**config.mk**
```make
export PLATFORM = sky130hd
export DESIGN_NAME = bqd_counter
export DESIGN_NICKNAME = d
export VERILOG_FILES = /design/src/rtl/bqd_pkg.sv /design/src/rtl/bqd_fall_detect.sv /design/src/rtl/bqd_stage.sv /design/src/rtl/bqd_counter.sv
export SDC_FILE = /design/constraint.sdc
export NUM_CORES = 1
export LEC_CHECK = 0
export BUFFER_PORTS_ARGS = -buffer_cell sky130_fd_sc_hd__buf_4
export CAP_MARGIN = 20
export CORE_AREA = 2 2 39 41
export DETAILED_ROUTE_END_ITERATION = 8
export DIE_AREA = 0 0 41 43
export PLACE_DENSITY = 0.45
export SKIP_LAST_GASP = 1
export SYNTH_ARGS = -nofsm -noshare
export SYNTH_HDL_FRONTEND = slang
export SYNTH_SLANG_ARGS = --single-unit
```
**constraint.sdc**
```tcl
create_clock -name clk -period 2.94 [get_ports clk]
set_input_delay 0.294 -clock clk [delete_from_list [all_inputs] [get_ports clk]]
set_output_delay 0.294 -clock clk [all_outputs]
set_load 0.03 [all_outputs]
```
**src/rtl/bqd_pkg.sv**
```systemverilog
package bqd_pkg;

    localparam int BIN_W   = 1;
    localparam int BIN_MOD = 2;
    localparam int QUI_W   = 3;
    localparam int QUI_MOD = 5;
    localparam int OUT_W   = BIN_W + QUI_W;
    localparam logic [OUT_W-1:0] NINE_CODE = OUT_W'(9);

    typedef logic [QUI_W-1:0] qui_t;
    typedef logic [BIN_W-1:0] bin_t;

    typedef struct packed {
        qui_t qui;
        bin_t bin;
    } bqd_state_t;

    typedef enum logic [1:0] {
        HOLD_RUN   = 2'd0,
        HOLD_CLEAR = 2'd1,
        HOLD_NINE  = 2'd2
    } force_e;

    function automatic force_e force_decode(input logic c0, input logic c1,
                                            input logic n0, input logic n1);
        if (n0 && n1)
            return HOLD_NINE;
        else if (c0 && c1)
            return HOLD_CLEAR;
        else
            return HOLD_RUN;
    endfunction

endpackage

```
**src/rtl/bqd_fall_detect.sv**
```systemverilog
module bqd_fall_detect (
    input  logic clk,
    input  logic rst,
    input  logic sig_in,
    output logic fall
);
    logic prev_q;

    always_ff @(posedge clk) begin
        if (rst)
            prev_q <= 1'b0;
        else
            prev_q <= sig_in;
    end

    assign fall = prev_q & ~sig_in;

    // a detected fall needs a high sample on the previous edge
    a_r2_fall_after_high: assert property (@(posedge clk) disable iff (rst)
        fall |-> $past(sig_in));

endmodule

```
**src/rtl/bqd_stage.sv**
```systemverilog
module bqd_stage
    import bqd_pkg::*;
#(
    parameter int W   = 3,
    parameter int MOD = 5
) (
    input  logic         clk,
    input  logic         rst,
    input  logic         fall,
    input  force_e       frc,
    input  logic [W-1:0] preset,
    output logic [W-1:0] cnt
);
    localparam logic [W-1:0] LAST = W'(MOD - 1);

    logic [W-1:0] cnt_d;

    always_comb begin
        cnt_d = cnt;
        unique case (frc)
            HOLD_NINE:  cnt_d = preset;
            HOLD_CLEAR: cnt_d = '0;
            default: begin
                if (fall) begin
                    if (cnt >= LAST)
                        cnt_d = '0;
                    else
                        cnt_d = cnt + W'(1);
                end
            end
        endcase
    end

    always_ff @(posedge clk) begin
        if (rst)
            cnt <= '0;
        else
            cnt <= cnt_d;
    end

    // the last state wraps to zero on a fall
    a_r3_wrap: assert property (@(posedge clk) disable iff (rst)
        (frc == HOLD_RUN && fall && cnt == LAST) |=> (cnt == '0));

    // the state never leaves the modulus range
    a_r3_range: assert property (@(posedge clk) disable iff (rst)
        cnt <= LAST);

    // without a fall or an override the state holds
    a_r4_hold: assert property (@(posedge clk) disable iff (rst)
        (frc == HOLD_RUN && !fall) |=> $stable(cnt));

    // an override wins over a simultaneous fall
    a_r7_clear_wins: assert property (@(posedge clk) disable iff (rst)
        (frc == HOLD_CLEAR) |=> (cnt == '0));

endmodule

```
**src/rtl/bqd_counter.sv**
```systemverilog
module bqd_counter
    import bqd_pkg::*;
(
    input  logic             clk,
    input  logic             rst,
    input  logic             cnt_a_in,
    input  logic             cnt_b_in,
    input  logic             clr_a,
    input  logic             clr_b,
    input  logic             nine_a,
    input  logic             nine_b,
    output logic [OUT_W-1:0] q_out
);
    logic       fall_bin;
    logic       fall_qui;
    force_e     frc;
    bqd_state_t st;
    bqd_state_t nine_st;

    assign frc     = force_decode(clr_a, clr_b, nine_a, nine_b);
    assign nine_st = bqd_state_t'(NINE_CODE);

    bqd_fall_detect u_fall_bin (
        .clk    (clk),
        .rst    (rst),
        .sig_in (cnt_a_in),
        .fall   (fall_bin)
    );

    bqd_fall_detect u_fall_qui (
        .clk    (clk),
        .rst    (rst),
        .sig_in (cnt_b_in),
        .fall   (fall_qui)
    );

    bqd_stage #(.W(BIN_W), .MOD(BIN_MOD)) u_bin (
        .clk    (clk),
        .rst    (rst),
        .fall   (fall_bin),
        .frc    (frc),
        .preset (nine_st.bin),
        .cnt    (st.bin)
    );

    bqd_stage #(.W(QUI_W), .MOD(QUI_MOD)) u_qui (
        .clk    (clk),
        .rst    (rst),
        .fall   (fall_qui),
        .frc    (frc),
        .preset (nine_st.qui),
        .cnt    (st.qui)
    );

    assign q_out = st;

    // a full nine pair forces 1001 whatever the clear pair does
    a_r6_nine_wins: assert property (@(posedge clk) disable iff (rst)
        (nine_a && nine_b) |=> (q_out == 4'b1001));

    // a full clear pair alone forces 0000
    a_r5_clear: assert property (@(posedge clk) disable iff (rst)
        (clr_a && clr_b && !(nine_a && nine_b)) |=> (q_out == 4'b0000));

    // reset leaves the count at zero
    a_r1_reset: assert property (@(posedge clk)
        rst |=> (q_out == 4'b0000));

endmodule

```
==> metrics <==
reg2reg start=u_qui.cnt[0]; Power Density=476 nW/um^2; Root Driver=clkbuf_4; IO buf count=11; reg2reg path depth=5; CP max FO=5; met3 wire len=between 50 and 60 microns; clk_skew=between 0.0004 and 0.0005 ns; arrival time worst endpoint=between 1 and 1.5 ns; number of buffers and inverters on the critical path=1; Worst-Skew Late Latency=between 0.2 and 0.25 ns; Slew headroom=~83%; Die Wd=between 40 and 50 microns; Critical Path Start Type=flip-flop; Crit-path slowest cell=dfxtp_1; commonest non-fill, non-tap cells in the layout=buf_4, dfxtp_1, nor2_1, clkbuf_4; Seq/Total Area, Yosys=41.2%; Mapped Cells=29; Area contributors post-synth=dfxtp_1, ha_1, and2b_2, nand2b_4, and4bb_2; Non-Filler Instances=58; Starting Density=between 20% and 30%; DRT iter0 DRCs=3; Leak=0.191 nW; vias per cell=around 4; Die Area=between 1500 and 2000 sq um; CTS Hold Bufs=0; dominant cell type by area after synthesis=dfxtp_1; TNS Setup=0 ns; Cells after DPL=55; clock transition at the registers of the reported paths=0.04 ns; CP Data Required Time=3.12 ns; status=finished clean; Syn Nets=39; WP depth=5; Die Ht=about 43 microns; Sinks on Clock Net=6; hold_sp=rst; Hold Fails Final Rpt=0; HP Class=primary input to flip-flop; First-pass DRT Iterations=2; Worst setup startpoint=u_qui.cnt[0]; DPL Wire Length=slightly above 400 microns; number of warnings issued by yosys=0; P&R area growth vs syn=40.3%; CTS tree=built; postcts setup bufs=0; total of max-cap violations=0; Metal-1 WL=251 microns; global-route wire length before repair=903 microns; crit-path leading delay family=flip-flops; hold slack=0.287 ns; RSZ-0062 raised after global routing=false; met2 wire length=between 200 and 250 microns; Resized cells post-CTS=0; max layer used=met4; ant diodes=0; fmax=about 880 MHz; kind of critical path=flip-flop to flip-flop; Yosys cell types=17; htree depth=1; Post-route DRC=0; Ports=12; largest net degree at the start of global routing=6; Final Wtd Congestion=a little under 0.6; Hold EP=u_bin.cnt; core area=~1400 sq um; post-route design area=409 sq um; fraction of the cycle the final worst path needs=~39%; Cell Area, Placed=a little under 400 sq um; WL/cell=about 9 microns; final antenna-violating net count=0; R2R Setup Slk=approximately 1.8 ns; most common cell after layout, fill and taps aside=buf_4; detailed-route via count=~240; Tmin final=1.13 ns; Least-Margin Pin Slew=between 0.2 and 0.25 ns; GRT Total Usage=under 10%; vias in the first global route=approximately 220; Peak VDD IR=approximately 0.17 mV; final net count=54; Syn Std Cell Area=roughly 290 sq um; Bufs on Longest Clock Path=2; Post-Route WL=around 530 microns; initial antenna violation count=0; #FFs+latches synth=6; Setup crit end kind=flip-flop; Hold Path Stages=2; max incr delay on CP=0.38 ns; max-slew violation count=0; critical-path cell list=inv_1 -> ha_1 -> nor4bb_1 -> a21oi_1 -> nor2_1; endpoints failing setup=0; share of cells above drive strength 1=a little under half; # rows=14; top-area cell type share of the netlist area=about 40%; r2r endpoint=u_qui.cnt[1]; syn avg cell area=between 10 and 15 sq um; total CTS buffers=3; GR Overflow Total=0
## per-stage QoR
step | power (mW) | utilization (%) | setup slack, ns
finish | 0.195 | 29.6 | 1.81
global route | 0.210 | 29.6 | 1.72
CTS | 0.201 | 29.6 | 1.79
detailed placement | 0.122 | 27.9 | 1.80
global placement | 0.121 | 27.9 | 1.85
floorplan | 0.109 | - | 1.66
## report_power, final
group	total, mW	switching [mW]	internal, mW
sequential	0.0890	0.00312	0.0858
combinational	0.0309	0.0137	0.0172
clock	0.0749	0.0288	0.0461
total	0.195	0.0456	0.149
## state kept, by name (all words and copies together) (netlist names)
register,flops
u_fall_bin.prev_q,1
u_fall_qui.prev_q,1
u_bin.cnt,1
u_qui.cnt,3
## synthesized netlist by cell type (all sizes together)
master	instances
inv	2
nor2b	1
a21o	1
xnor2	1
buf	1
and4bb	1
ha	2
mux2i	1
a21oi	2
dfxtp	6
nor2	3
nor4bb	1
and2b	2
nand2b	2
o22ai	2
nand2	1
## layer usage
metal / up-vias / global-route usage [%]
li1: 124 / -
met1: 102 / 10.9
met2: 10 / 8.75
met3: 2 / 4.71
met4: 0 / 10.0
met5: - / 0
## area by class of cell
type	count	area, sq um
clock buffer	3	22.5
fill	154	975
inverter	2	7.51
multi-input combinational	20	156
sequential	6	120
tap	16	20.0
timing repair buffer	11	82.6
## worst max-delay path by stage
stage                   end  slack [ns]
2_1_floorplan  u_qui.cnt[1]        1.66
3_3_place_gp   u_qui.cnt[1]        1.85
3_5_place_dp   u_qui.cnt[1]        1.80
4_1_cts        u_qui.cnt[1]        1.79
5_1_grt        u_qui.cnt[1]        1.72
6_report       u_qui.cnt[1]        1.81
## cells by family (layout without fill, tap and decap cells)
| logic type | count (synthesis) | after routing | share of synthesized area, % |
|---|---|---|---|
| multiplexers | 1 | 1 | 3.43 |
| AND/OR/NAND/NOR | 11 | 11 | 27.9 |
| adder cells (fa/ha/maj) | 2 | 2 | 8.58 |
| flip-flops | 6 | 6 | 41.2 |
| XOR/XNOR | 1 | 1 | 3.00 |
| buffers and inverters | 3 | 16 | 5.15 |
| AO/OA/AOI/OAI | 5 | 5 | 10.7 |
No activity file was read; power rests on OpenSTA's default activity.
